### src/rtl/crc_pkg.sv
package crc_pkg;
  localparam logic [2:0] A_CMD = 3'd0;
  localparam logic [2:0] A_CFG = 3'd1;
  localparam logic [2:0] A_M   = 3'd2;
  localparam logic [2:0] A_N   = 3'd3;
  localparam logic [2:0] A_D   = 3'd4;

  localparam int B_UPD   = 0;
  localparam int B_FORCE = 1;
  localparam int B_DIRTY = 4;
  localparam int B_OFF   = 31;

  localparam int F_SRC_LO  = 8;
  localparam int F_MODE_LO = 12;
  localparam int F_HWG     = 20;

  localparam int SEL_W = 3;

  typedef enum logic [1:0] {SQ_IDLE, SQ_GATE_OFF, SQ_GATE_ON} seq_state_t;
endpackage

### src/rtl/crc_stage.sv
module crc_stage import crc_pkg::*; #(
  parameter int DIV_W = 5,
  parameter int MND_W = 8
) (
  input  logic             clk,
  input  logic             rst_n,
  input  logic             we,
  input  logic [2:0]       addr,
  input  logic [31:0]      wdata,
  input  logic             done,
  input  logic             root_on,
  output logic [DIV_W-1:0] stg_div,
  output logic [SEL_W-1:0] stg_src,
  output logic [1:0]       stg_mode,
  output logic             stg_hwg,
  output logic [MND_W-1:0] stg_m,
  output logic [MND_W-1:0] stg_n,
  output logic [MND_W-1:0] stg_d,
  output logic             upd,
  output logic             force_en,
  output logic [3:0]       dirty,
  output logic [31:0]      rdata
);
  logic wr_cmd, wr_cfg, wr_m, wr_n, wr_d;
  assign wr_cmd = we && (addr == A_CMD);
  assign wr_cfg = we && (addr == A_CFG);
  assign wr_m   = we && (addr == A_M);
  assign wr_n   = we && (addr == A_N);
  assign wr_d   = we && (addr == A_D);

  always_ff @(posedge clk or negedge rst_n) begin
    if (!rst_n) begin
      stg_div  <= '0;
      stg_src  <= '0;
      stg_mode <= '0;
      stg_hwg  <= 1'b1;
      stg_m    <= '0;
      stg_n    <= '0;
      stg_d    <= '0;
      force_en <= 1'b0;
    end else begin
      if (wr_cfg) begin
        stg_div  <= wdata[DIV_W-1:0];
        stg_src  <= wdata[F_SRC_LO +: SEL_W];
        stg_mode <= wdata[F_MODE_LO +: 2];
        stg_hwg  <= wdata[F_HWG];
      end
      if (wr_m) stg_m <= wdata[MND_W-1:0];
      if (wr_n) stg_n <= wdata[MND_W-1:0];
      if (wr_d) stg_d <= wdata[MND_W-1:0];
      if (wr_cmd) force_en <= wdata[B_FORCE];
    end
  end

  // Update bit and pending flags: a write in the clearing cycle wins.
  always_ff @(posedge clk or negedge rst_n) begin
    if (!rst_n) begin
      upd   <= 1'b0;
      dirty <= '0;
    end else begin
      if (done) begin
        upd   <= 1'b0;
        dirty <= '0;
      end
      if (wr_cmd && wdata[B_UPD]) upd <= 1'b1;
      if (wr_cfg) dirty[0] <= 1'b1;
      if (wr_n)   dirty[1] <= 1'b1;
      if (wr_m)   dirty[2] <= 1'b1;
      if (wr_d)   dirty[3] <= 1'b1;
    end
  end

  always_comb begin
    rdata = '0;
    unique case (addr)
      A_CMD: begin
        rdata[B_UPD]          = upd;
        rdata[B_FORCE]        = force_en;
        rdata[B_DIRTY +: 4]   = dirty;
        rdata[B_OFF]          = ~root_on;
      end
      A_CFG: begin
        rdata[DIV_W-1:0]          = stg_div;
        rdata[F_SRC_LO +: SEL_W]  = stg_src;
        rdata[F_MODE_LO +: 2]     = stg_mode;
        rdata[F_HWG]              = stg_hwg;
      end
      A_M: rdata[MND_W-1:0] = stg_m;
      A_N: rdata[MND_W-1:0] = stg_n;
      A_D: rdata[MND_W-1:0] = stg_d;
      default: rdata = '0;
    endcase
  end
endmodule

### src/rtl/crc_seq.sv
module crc_seq import crc_pkg::*; #(
  parameter int NSRC = 8
) (
  input  logic             clk,
  input  logic             rst_n,
  input  logic             upd,
  input  logic             root_on,
  input  logic [SEL_W-1:0] stg_src,
  input  logic [NSRC-1:0]  src_valid,
  output logic             commit,
  output logic             done,
  output logic             gate_en
);
  localparam int NSEL = 1 << SEL_W;

  seq_state_t state;
  logic [NSEL-1:0] vld_pad;

  always_comb begin
    vld_pad = '0;
    for (int i = 0; i < NSRC; i++) vld_pad[i] = src_valid[i];
  end

  assign commit = root_on && (state == SQ_GATE_OFF) && vld_pad[stg_src];
  assign done   = root_on && (state == SQ_GATE_ON);

  always_ff @(posedge clk or negedge rst_n) begin
    if (!rst_n) begin
      state   <= SQ_IDLE;
      gate_en <= 1'b1;
    end else if (root_on) begin
      unique case (state)
        SQ_IDLE: if (upd) begin
          state   <= SQ_GATE_OFF;
          gate_en <= 1'b0;
        end
        SQ_GATE_OFF: if (commit) state <= SQ_GATE_ON;
        SQ_GATE_ON: begin
          state   <= SQ_IDLE;
          gate_en <= 1'b1;
        end
        default: state <= SQ_IDLE;
      endcase
    end
  end
endmodule

### src/rtl/crc_root.sv
module crc_root import crc_pkg::*; #(
  parameter int NSRC  = 8,
  parameter int DIV_W = 5,
  parameter int MND_W = 8
) (
  input  logic             clk,
  input  logic             rst_n,
  input  logic             commit,
  input  logic [DIV_W-1:0] stg_div,
  input  logic [SEL_W-1:0] stg_src,
  input  logic [1:0]       stg_mode,
  input  logic             stg_hwg,
  input  logic [MND_W-1:0] stg_m,
  input  logic [MND_W-1:0] stg_n,
  input  logic [MND_W-1:0] stg_d,
  input  logic             force_en,
  input  logic             dn_req,
  input  logic             gate_en,
  input  logic [NSRC-1:0]  src_clk,
  output logic             root_on,
  output logic [DIV_W-1:0] act_div,
  output logic [SEL_W-1:0] act_src,
  output logic [1:0]       act_mode,
  output logic             act_hwgate,
  output logic [MND_W-1:0] act_m,
  output logic [MND_W-1:0] act_n,
  output logic [MND_W-1:0] act_d,
  output logic [NSRC-1:0]  src_gate,
  output logic             clk_out
);
  always_ff @(posedge clk or negedge rst_n) begin
    if (!rst_n) begin
      act_div    <= '0;
      act_src    <= '0;
      act_mode   <= '0;
      act_hwgate <= 1'b0;
      act_m      <= '0;
      act_n      <= '0;
      act_d      <= '0;
      root_on    <= 1'b0;
    end else begin
      if (commit) begin
        act_div    <= stg_div;
        act_src    <= stg_src;
        act_mode   <= stg_mode;
        act_hwgate <= stg_hwg;
        act_m      <= stg_m;
        act_n      <= stg_n;
        act_d      <= stg_d;
      end
      root_on <= force_en | dn_req | (~act_hwgate & ~rst_gate_q);
    end
  end

  // Gating is treated as enabled until the first commit so the root is off after reset.
  logic rst_gate_q;
  always_ff @(posedge clk or negedge rst_n) begin
    if (!rst_n)      rst_gate_q <= 1'b1;
    else if (commit) rst_gate_q <= 1'b0;
  end

  for (genvar g = 0; g < NSRC; g++) begin : g_gate
    assign src_gate[g] = root_on & gate_en & (act_src == SEL_W'(g));
  end

  assign clk_out = |(src_clk & src_gate);
endmodule

### src/rtl/crc_root_ctrl.sv
module crc_root_ctrl import crc_pkg::*; #(
  parameter int NSRC  = 8,
  parameter int DIV_W = 5,
  parameter int MND_W = 8
) (
  input  logic             clk,
  input  logic             rst_n,
  input  logic             reg_we,
  input  logic [2:0]       reg_addr,
  input  logic [31:0]      reg_wdata,
  output logic [31:0]      reg_rdata,
  input  logic [NSRC-1:0]  src_valid,
  input  logic [NSRC-1:0]  src_clk,
  input  logic             dn_req,
  output logic             root_on,
  output logic [2:0]       act_src,
  output logic [DIV_W-1:0] act_div,
  output logic [1:0]       act_mode,
  output logic             act_hwgate,
  output logic [MND_W-1:0] act_m,
  output logic [MND_W-1:0] act_n,
  output logic [MND_W-1:0] act_d,
  output logic [NSRC-1:0]  src_gate,
  output logic             clk_out
);
  logic [DIV_W-1:0] stg_div;
  logic [SEL_W-1:0] stg_src;
  logic [1:0]       stg_mode;
  logic             stg_hwg;
  logic [MND_W-1:0] stg_m, stg_n, stg_d;
  logic             upd, force_en, commit, done, gate_en;
  logic [3:0]       dirty;

  crc_stage #(.DIV_W(DIV_W), .MND_W(MND_W)) u_stage (
    .clk(clk), .rst_n(rst_n), .we(reg_we), .addr(reg_addr), .wdata(reg_wdata),
    .done(done), .root_on(root_on),
    .stg_div(stg_div), .stg_src(stg_src), .stg_mode(stg_mode), .stg_hwg(stg_hwg),
    .stg_m(stg_m), .stg_n(stg_n), .stg_d(stg_d),
    .upd(upd), .force_en(force_en), .dirty(dirty), .rdata(reg_rdata)
  );

  crc_seq #(.NSRC(NSRC)) u_seq (
    .clk(clk), .rst_n(rst_n), .upd(upd), .root_on(root_on), .stg_src(stg_src),
    .src_valid(src_valid), .commit(commit), .done(done), .gate_en(gate_en)
  );

  crc_root #(.NSRC(NSRC), .DIV_W(DIV_W), .MND_W(MND_W)) u_root (
    .clk(clk), .rst_n(rst_n), .commit(commit),
    .stg_div(stg_div), .stg_src(stg_src), .stg_mode(stg_mode), .stg_hwg(stg_hwg),
    .stg_m(stg_m), .stg_n(stg_n), .stg_d(stg_d),
    .force_en(force_en), .dn_req(dn_req), .gate_en(gate_en), .src_clk(src_clk),
    .root_on(root_on), .act_div(act_div), .act_src(act_src), .act_mode(act_mode),
    .act_hwgate(act_hwgate), .act_m(act_m), .act_n(act_n), .act_d(act_d),
    .src_gate(src_gate), .clk_out(clk_out)
  );
endmodule

### config.mk
export PLATFORM = sky130hd
export DESIGN_NAME = crc_root_ctrl
export DESIGN_NICKNAME = d
export VERILOG_FILES = /design/src/rtl/crc_pkg.sv /design/src/rtl/crc_stage.sv /design/src/rtl/crc_seq.sv /design/src/rtl/crc_root.sv /design/src/rtl/crc_root_ctrl.sv
export SDC_FILE = /design/constraint.sdc
export NUM_CORES = 1
export LEC_CHECK = 0
export ABC_AREA = 1
export BUFFER_PORTS_ARGS = -buffer_cell sky130_fd_sc_hd__buf_2
export CORE_MARGIN = 5
export CORE_UTILIZATION = 40
export DETAILED_ROUTE_END_ITERATION = 8
export PLACE_DENSITY_LB_ADDON = 0.08
export SYNTH_ARGS = -nofsm -noshare
export SYNTH_HDL_FRONTEND = slang
export SYNTH_HIERARCHICAL = 1
export SYNTH_SLANG_ARGS = --single-unit
export TNS_END_PERCENT = 1
### constraint.sdc
create_clock -name clk -period 4 [get_ports clk]
set_input_delay 0.2 -clock clk [delete_from_list [all_inputs] [get_ports clk]]
set_output_delay 0.2 -clock clk [all_outputs]
set_load 0.01 [all_outputs]
==> results of run 1 <==
## worst paths after layout
path                               startpoint                end  slack [ns]
setup / recovery           u_stage/stg_src[0]    u_root/act_n[2]        1.58
hold / removal                          rst_n   u_stage/stg_d[6]        0.03
setup reg to reg           u_stage/stg_src[0]    u_root/act_n[2]        1.58
hold reg to reg             u_root/rst_gate_q  u_root/rst_gate_q        0.44
max in group asynchronous               rst_n   u_stage/stg_m[2]        3.32
min in group clk                       dn_req     u_root/root_on        0.06
## registers in the layout, summed over array words and instances, names as in the netlist, 2 cells and up
signal and flops:
u_root/act_mode 2, u_root/act_n 8, u_stage/stg_src 3, u_stage/stg_div 5, u_seq/state 2, u_stage/stg_mode 2
u_stage/dirty 4, u_stage/stg_d 8, u_root/act_src 3, u_stage/stg_m 8, u_root/act_div 5, u_stage/stg_n 8
u_root/act_d 8, u_root/act_m 8
## area by class of cell
cell class	count	area share, %
Clock inverter	3	1.38
Sequential cell	81	43.0
Antenna cell	1	0.0530
Inverter	52	4.24
Tap cell	133	3.52
Timing Repair Buffer	97	10.4
Clock buffer	13	3.15
Multi-Input combinational cell	286	34.3
## routing by layer
metal	track usage [%]	wire length, µm	part of all wire (%)	vias to the layer above
met5	0	0	0	-
met4	6.73	146	1.6	0
met3	4.49	570	6.1	11
met2	23.5	4110	44	93
met1	21.9	4510	48	1409
li1	-	-	-	1525
## power by group through the flow
stage               Combinational, mW  Sequential [mW]  Clock, mW
floorplan                       0.551             1.31          0
global placement                0.889             1.26          0
detailed placement              0.905             1.27          0
CTS                             0.908             1.26      0.678
global route                    0.999             1.30      0.723
finish                          0.890             1.25      0.653
## cell usage in the layout, fill, tap and decap left out, drive strengths merged, types with 3 or more instances in the layout
| cell type | instances |
|---|---|
| o21ai | 40 |
| inv | 52 |
| nand2 | 121 |
| clkbuf | 13 |
| nor2 | 38 |
| conb | 17 |
| nand4 | 5 |
| nor3 | 3 |
| dfrtp | 78 |
| nand3 | 28 |
| buf | 97 |
| dfstp | 3 |
| mux2 | 32 |
## kinds of logic after synthesis
kind of cell,synth area share (%)
compound gates,7.06
buf+inv,11.2
flops,50.3
mux,9.20
other cells,0.0928
simple gates,22.2
==> flow_metrics.tcl, run 1 <==
set metrics [dict create \
    synth_cell_types 27 \
    r2r.worst_path.cells 9 \
    power.switching_mw 0.930 \
    layout.nets 582 \
    synth_warnings 6 \
    finalSetupTns_ns 0 \
    seqPwrFrac_pct 44.8 \
    port_buffers 96 \
    vias 3038 \
    synth_most_common_cell "nand2_1" \
    clock_latency_ns 0.35 \
    postSynthCellCount 432 \
    finalWorstSetupSlack_ns 1.58 \
    finalPower_mw 2.79 \
    fp.dieH_um 111 \
    instances_no_fill 666 \
    slowest_delay_ns 0.53 \
    arrival_ns 2.65 \
    hold_class "in -> async" \
    hold_buffers 0 \
    grt_overflow 0 \
    synthTopCellsByArea "dfrtp_1 (48%), nand2_1 (11%), mux2_2 (8.1%), o21ai_2 (4.6%), inv_1 (4.5%)" \
    regArea_um2 2030 \
    fill_cells 1005 \
    cts_buffers 9 \
    dieArea_um2 12200 \
    drt.antenna.violating_nets 0 \
    cap_viol_max_count 0 \
    drive_above_1_share_pct 34.2 \
    synth-seq-cells 81 \
    cts_setup_buffers 0 \
    startpoint_type "flop" \
    slowest_stage "inv_1" \
    whs_ns 0.0257 \
    fp-row-count 36 \
    max_freq_ghz 0.414 \
    critical_path_class "reg -> reg" \
    io_pins 132 \
    yosysTopAreaCell "dfrtp_1" \
    dr.pass1.iters 4 \
    dp_cells 649 \
    final.period_utilization_pct 60.4 \
    gp_congestion 0.795 \
    synth.avg_cell_area_um2 9.35 \
    final_hold_viol_count 0 \
    grt_pass1_vias 3047 \
    initial_core_util_pct 41.1 \
    setup_viol 0 \
    antenna_found_initial 0 \
    netlist_top_cells_count "nand2_1 (114), dfrtp_1 (78), inv_1 (48)" \
    clkSinkCount 81 \
    status "finished clean" \
    worstMarginPinSlew_ns 1.03 \
    cp_num_buf_inv 3 \
    area_delta_synth_final_pct 16.9 \
    finalMaxSlewViolations 0 \
    gr-usage-all-layers_pct 15.9 \
    slew_headroom_pct 31.5 \
    die_w_um 111 \
    peakVddDrop_mv 0.254 \
    clk_pin_slew_ns 0.08 \
    power_frac_clock_pct 23.4 \
    htree_levels 3 \
    path_cells "inv_2, nand2_1, nand3_1, nand3_1, nand2_1, nand2_1, inv_1, buf_4, mux2_2" \
    post_drt_via_cell_ratio 4.56 \
    cp.required_ns 4.23 \
    cts_tree "yes" \
    cp_top_family "buffers and inverters" \
    powerDensity_nw_per_um2 592 \
    synth-seq-area-share_pct 50.3 \
    p_int_mw 1.87 \
    synth-main-ff-cell "dfrtp_1" \
    worstPathMaxFanout 21 \
    multi_input_area_um2 1620 \
    fin_crit_ns 2.42 \
    synth-edff-count 0 \
    crit_top_cell "nand2_1" \
    end_kind "flop" \
    preCtsSetupSlack_ns 1.55 \
    post_cts_resized 0 \
    grt_setup_unrepaired "false" \
    worst-path-stages 9 \
    grt_pass1_wl_mm 15.7 \
    final_area_um2 4720 \
    finClkSkew_ns 0.00612 \
    core_area_um2 9820 \
    grt_max_degree 82 \
    p_leak_nw 2.61 \
    drt_first_iter_violations 163 \
    sw_frac_of_total_pct 33.3 \
    async_reset_ff_share_pct 100 \
    comb_power_share_pct 31.8 \
    synth_top_area_share_pct 48.3 \
    synth_area_um2 4040 \
    wl_per_cell_um 14.0 \
    cts_root_buf "clkbuf_8" \
    totalWireLength_mm 9.34 \
    dpl_cell_area_um2 4510 \
    drc 0 \
    cts_max_path_buffers 2 \
    dp.final_hpwl_mm 6.78 \
    final_core_util_pct 48.1 \
]
(Power assumes the default switching activity.)
==> inputs of run 2 (changes only) <==
==> constraint.sdc (replaced) <==
create_clock -name clk -period 2.53 [get_ports clk]
set_input_delay 0.1265 -clock clk [delete_from_list [all_inputs] [get_ports clk]]
set_output_delay 0.1265 -clock clk [all_outputs]
set_load 0.01 [all_outputs]
==> run 2 against run 1 <==
Compared with the run above:
- combinational power rose by 61%
- first-iteration DRC count up 56%
- sequential cell count unchanged
- via count is 1.5% higher
- critical path type unchanged
- critical endpoint is now u_root/act_m[2]
- largest power group unchanged
==> flow_metrics.tcl, run 2 (synthesis results as in run 1) <==
set metrics [dict create \
    layout_commonest_cell "nand2_1" \
    sw_frac_of_total_pct 35.4 \
    grt_setup_unrepaired "false" \
    powerDensity_nw_per_um2 892 \
    cts_max_path_buffers 2 \
    fp.dieH_um 111 \
    antenna_found_initial 0 \
    htree_levels 3 \
    comb_power_share_pct 33.8 \
    io_pins 132 \
    grt_pass1_wl_mm 15.8 \
    seqPwrFrac_pct 46.7 \
    hold_buffers 7 \
    setup_viol 0 \
    grt_pass1_vias 3071 \
    final.period_utilization_pct 75.7 \
    fin_crit_ns 1.91 \
    dp_cells 649 \
    cp.required_ns 2.76 \
    worstPathMaxFanout 33 \
    power_frac_clock_pct 19.5 \
    worstMarginPinSlew_ns 1.02 \
    slowest_delay_ns 0.48 \
    diodes 0 \
    end_kind "flop" \
    startpoint_type "flop" \
    clk_pin_slew_ns 0.08 \
    drive_above_1_share_pct 34.1 \
    clock_latency_ns 0.35 \
    path_cells "inv_2, nand2_1, nand3_1, nand3b_1, nand2_1, nand2_1, inv_1, buf_12, mux2_2" \
    dr.pass1.iters 4 \
    finClkSkew_ns 0.0107 \
    totalWireLength_mm 9.38 \
    drc 0 \
    layout_common_cells "nand2_1 (114), buf_2 (95), dfrtp_1 (78)" \
    rr_endpoint "u_root/act_m[2]" \
    power.switching_mw 1.50 \
    critical_path_class "reg -> reg" \
    grt_overflow 0 \
    gp_congestion 0.787 \
    crit_start "u_stage/stg_src[0]" \
    dieArea_um2 12200 \
    drt.antenna.violating_nets 0 \
    gr-usage-all-layers_pct 15.8 \
    post_drt_via_cell_ratio 4.59 \
    slew_headroom_pct 31.9 \
    layout.nets 589 \
    arrival_ns 2.14 \
    finalSetupTns_ns 0 \
    cap_viol_max_count 0 \
    crit_top_cell "nand2_1" \
    dp.final_hpwl_mm 6.78 \
    max_freq_ghz 0.522 \
    ff2ff_setup_slack_ns 0.62 \
    post_cts_resized 0 \
    r2r.worst_path.cells 9 \
    core_area_um2 9820 \
    die_w_um 111 \
    cts_buffers 9 \
    grt_max_degree 82 \
    peakVddDrop_mv 0.412 \
    reg2reg_from "u_stage/stg_src[0]" \
    drt_first_iter_violations 254 \
    clkSinkCount 81 \
    final_hold_viol_count 0 \
    slowest_stage "dfrtp_1" \
    initial_core_util_pct 41.1 \
    fp-row-count 36 \
    instances_no_fill 672 \
    wl_per_cell_um 14.0 \
    finalMaxSlewViolations 0 \
    status "finished clean" \
    cts_setup_buffers 0 \
    fill_cells 991 \
    vias 3083 \
    p_leak_nw 2.61 \
    p_int_mw 2.74 \
    area_delta_synth_final_pct 17.6 \
    cts_tree "yes" \
    crit_end "u_root/act_m[2]" \
    port_buffers 96 \
    hold_class "in -> reg" \
    cts_root_buf "clkbuf_8" \
]
==> run 2: cell count changes in the layout (fill, tap and decap cells not counted), sizes merged <==
cell	change
diode	-1
clkinv	+3
clkinvlp	+2
dlygate4sd3	+7
bufinv	-2
clkbuf	-3
==> run 2: area by class of cell <==
class                   count  area [µm²]  area share (%)
well taps                 133         166            3.50
flip-flops and latches     81        2030            42.7
inverters                  52         200            4.21
multi-input cells         286        1620            34.1
clock inverters             6        35.0           0.737
clock buffers              10         128            2.69
repair buffers            104         573            12.1
==> run 2: metrics by stage <==
stage / cell area [µm²] / total power [mW] / setup slack (ns) / util [%] / hold WS, ns
after CTS: 4750 / 4.30 / 0.596 / 48.4 / 0.00194
after floorplan: 4100 / 2.94 / 0.937 / - / -0.169
after global placement: 4520 / 3.42 / 0.648 / 46.0 / 0.351
after global routing: 4750 / 4.56 / 0.432 / 48.4 / 0.0275
after detailed placement: 4520 / 3.46 / 0.632 / 46.0 / 0.346
final: 4750 / 4.24 / 0.615 / 48.4 / 0.0107
==> run 2: how the worst min path moves through the flow <==
stage / cells past startpoint / to / slack [ns] / startpoint
3_5_place_dp: 3 / u_stage/stg_hwg / 0.35 / reg_wdata[20]
6_report: 3 / u_stage/upd / 0.01 / reg_wdata[0]
4_1_cts: 3 / u_stage/upd / 0.002 / reg_wdata[0]
5_1_grt: 3 / u_stage/stg_src[2] / 0.03 / reg_wdata[10]
2_1_floorplan: 0 / u_root/act_d[0] / -0.17 / rst_n
3_3_place_gp: 3 / u_stage/force_en / 0.35 / reg_wdata[1]
==> run 2: critical path, delay by kind of cell (launching register included) <==
kind	cells	cell delay [ns]
buffers and inverters	3	0.56
flip-flops	1	0.48
AND/OR/NAND/NOR	5	0.37
multiplexers	1	0.37
==> run 2: power by group through the flow <==
stage	clock, mW	sequential, mW	combinational (mW)
after global placement	0	1.99	1.42
after global routing	0.905	2.05	1.60
after detailed placement	0	2.01	1.45
final	0.827	1.98	1.43
after floorplan	0	2.07	0.872
after CTS	0.846	1.99	1.46
==> run 2: layer usage <==
layer	vias up	global-route usage [%]	part of all wire, %
met5	-	0	0
li1	1546	-	-
met1	1427	21.9	47
met3	8	3.77	7.0
met4	0	5.17	0.95
met2	102	24.2	45
==> inputs of run 3 (changes only) <==
==> constraint.sdc (replaced) <==
create_clock -name clk -period 1.7 [get_ports clk]
set_input_delay 0.085 -clock clk [delete_from_list [all_inputs] [get_ports clk]]
set_output_delay 0.085 -clock clk [all_outputs]
set_load 0.01 [all_outputs]
==> run 3 against run 2 <==
Compared with the run above:
- non-clock buffer count grew 16
- clock skew grew 0.0026 ns
- via count grew 0.78%
- die area is the same
- critical path depth is the same
- total power grew 64%
- worst hold slack gained 0.032 ns
- combinational power grew 79%
- utilization grew 3.2 points
- sequential power grew 49%
- fmax grew 17%
- global-route usage grew 0.076 points
==> flow_metrics.tcl, run 3 (synthesis results as in run 1) <==
set metrics [dict create \
    sw_frac_of_total_pct 34.7 \
    htree_levels 3 \
    dp_cells 658 \
    area_delta_synth_final_pct 25.4 \
    dr.pass1.iters 4 \
    fin_crit_ns 1.64 \
    fp.dieH_um 111 \
    final.period_utilization_pct 96.5 \
    clkSinkCount 81 \
    totalWireLength_mm 9.82 \
    max_freq_ghz 0.610 \
    gp_congestion 0.796 \
    cap_viol_max_count 0 \
    layout.nets 605 \
    p_leak_nw 2.76 \
    drt_first_iter_violations 144 \
    critical_path_class "reg -> reg" \
    peakVddDrop_mv 0.653 \
    status "finished clean" \
    wl_met1_mm 4.75 \
    worstPathMaxFanout 12 \
    setup_viol 0 \
    grt_pass1_wl_mm 15.9 \
    seqPwrFrac_pct 42.5 \
    cp.required_ns 1.93 \
    cts_max_path_buffers 2 \
    end_kind "flop" \
    hold_class "in -> reg" \
    final_hold_viol_count 0 \
    drive_above_1_share_pct 36.9 \
    dp.final_hpwl_mm 7.03 \
    grt_setup_unrepaired "true" \
    drt.antenna.violating_nets 0 \
    p_int_mw 4.54 \
    finalSetupTns_ns 0 \
    dieArea_um2 12200 \
    clock_latency_ns 0.35 \
    io_pins 132 \
    regArea_um2 2030 \
    finClkSkew_ns 0.0133 \
    cts_buffers 9 \
    final_core_util_pct 51.6 \
    power.switching_mw 2.41 \
    vias 3107 \
    whs_ns 0.0431 \
    fp-row-count 36 \
    port_buffers 96 \
    initial_core_util_pct 41.1 \
    cts_root_buf "clkbuf_8" \
    layout_common_cells "nand2_1 (112), buf_2 (95), dfrtp_1 (77)" \
    arrival_ns 1.87 \
    cts_tree "yes" \
    diodes 0 \
    gr-usage-all-layers_pct 15.8 \
    antenna_found_initial 0 \
    power_frac_clock_pct 20.6 \
    core_area_um2 9820 \
    finalMaxSlewViolations 0 \
    die_w_um 111 \
    wl_met2_mm 4.40 \
    comb_power_share_pct 36.8 \
    post_drt_via_cell_ratio 4.52 \
    powerDensity_nw_per_um2 1370 \
    fill_cells 945 \
    clk_pin_slew_ns 0.09 \
    multi_input_area_um2 1700 \
    instances_no_fill 688 \
    startpoint_type "flop" \
    finalPower_mw 6.95 \
    top_layer "met4" \
    met3_wirelength_um 600 \
    grt_max_degree 36 \
    grt_overflow 0 \
    drc 0 \
    layout_commonest_cell "nand2_1" \
    wl_per_cell_um 14.3 \
    grt_pass1_vias 3090 \
]
## run 3: cell count changes in the layout (fill, tap and decap cells not counted), sizes merged
cell / before / now
clkinv: 4 / 3
buf: 97 / 108
clkbuf: 10 / 11
inv: 52 / 53
dlygate4sd3: 7 / 10
bufinv: 0 / 1
## run 3: metal layers
| metal | vias to the layer above | GRT usage, % |
|---|---|---|
| met5 | - | 0 |
| met4 | 0 | 4.68 |
| met3 | 4 | 3.94 |
| met2 | 100 | 25.3 |
| met1 | 1425 | 21.3 |
| li1 | 1578 | - |
## run 3: area by class of cell
class	instances	area share (%)
Tap cell	133	3.28
Clock inverter	7	1.56
Multi-Input combinational cell	286	33.5
Clock buffer	9	2.44
Inverter	52	4.05
Sequential cell	81	40.1
Timing Repair Buffer	120	15.1
## run 3: path summary, 6_finish.rpt
check | start | to | slack [ns] | cells past startpoint
max | u_stage/stg_src[0] | u_root/act_m[4] | 0.06 | 9
min | reg_wdata[5] | u_stage/stg_n[5] | 0.04 | 3
max reg2reg | u_stage/stg_src[0] | u_root/act_m[4] | 0.06 | 9
min reg2reg | u_root/rst_gate_q | u_root/rst_gate_q | 0.44 | 2
max in group asynchronous | rst_n | u_seq/gate_en | 0.86 | 3
min in group asynchronous | rst_n | u_stage/stg_d[5] | 0.23 | 2
## run 3: worst max-delay path: stages, from the launching register on
cell      delay [ns]
dfrtp_2         0.46
inv_2           0.09
nand2_1         0.05
nand3_1         0.08
nand3_2         0.09
nand2_1         0.09
nand2_2         0.07
clkinv_4        0.11
buf_12          0.15
mux2_2          0.33
## run 3: per-stage QoR
| step | cell area (µm²) | worst slack, ns |
|---|---|---|
| floorplan | 4100 | 0.107 |
| global route | 5070 | -0.0645 |
| CTS | 4920 | 0.00114 |
| detailed placement | 4610 | -0.0605 |
| finish | 5070 | 0.0596 |
| global placement | 4610 | -0.0206 |
## run 3: power by group through the flow
stage	clock, mW	sequential (mW)	combinational [mW]
floorplan	0	3.08	1.30
global placement	0	2.96	2.22
detailed placement	0	2.98	2.26
CTS	1.47	2.95	2.30
global route	1.53	3.06	2.82
finish	1.43	2.95	2.56
## run 3: what timing repair did
item / 4_1_cts / 5_1_grt
gates resized for setup: 4 / 22
hold buffers: 10 / 0
gates cloned: 0 / 3
pin swaps: 1 / 0
endpoints found under the hold margin: 41 / 0
setup endpoints to repair: 35 / 39
setup buffers: 0 / 1
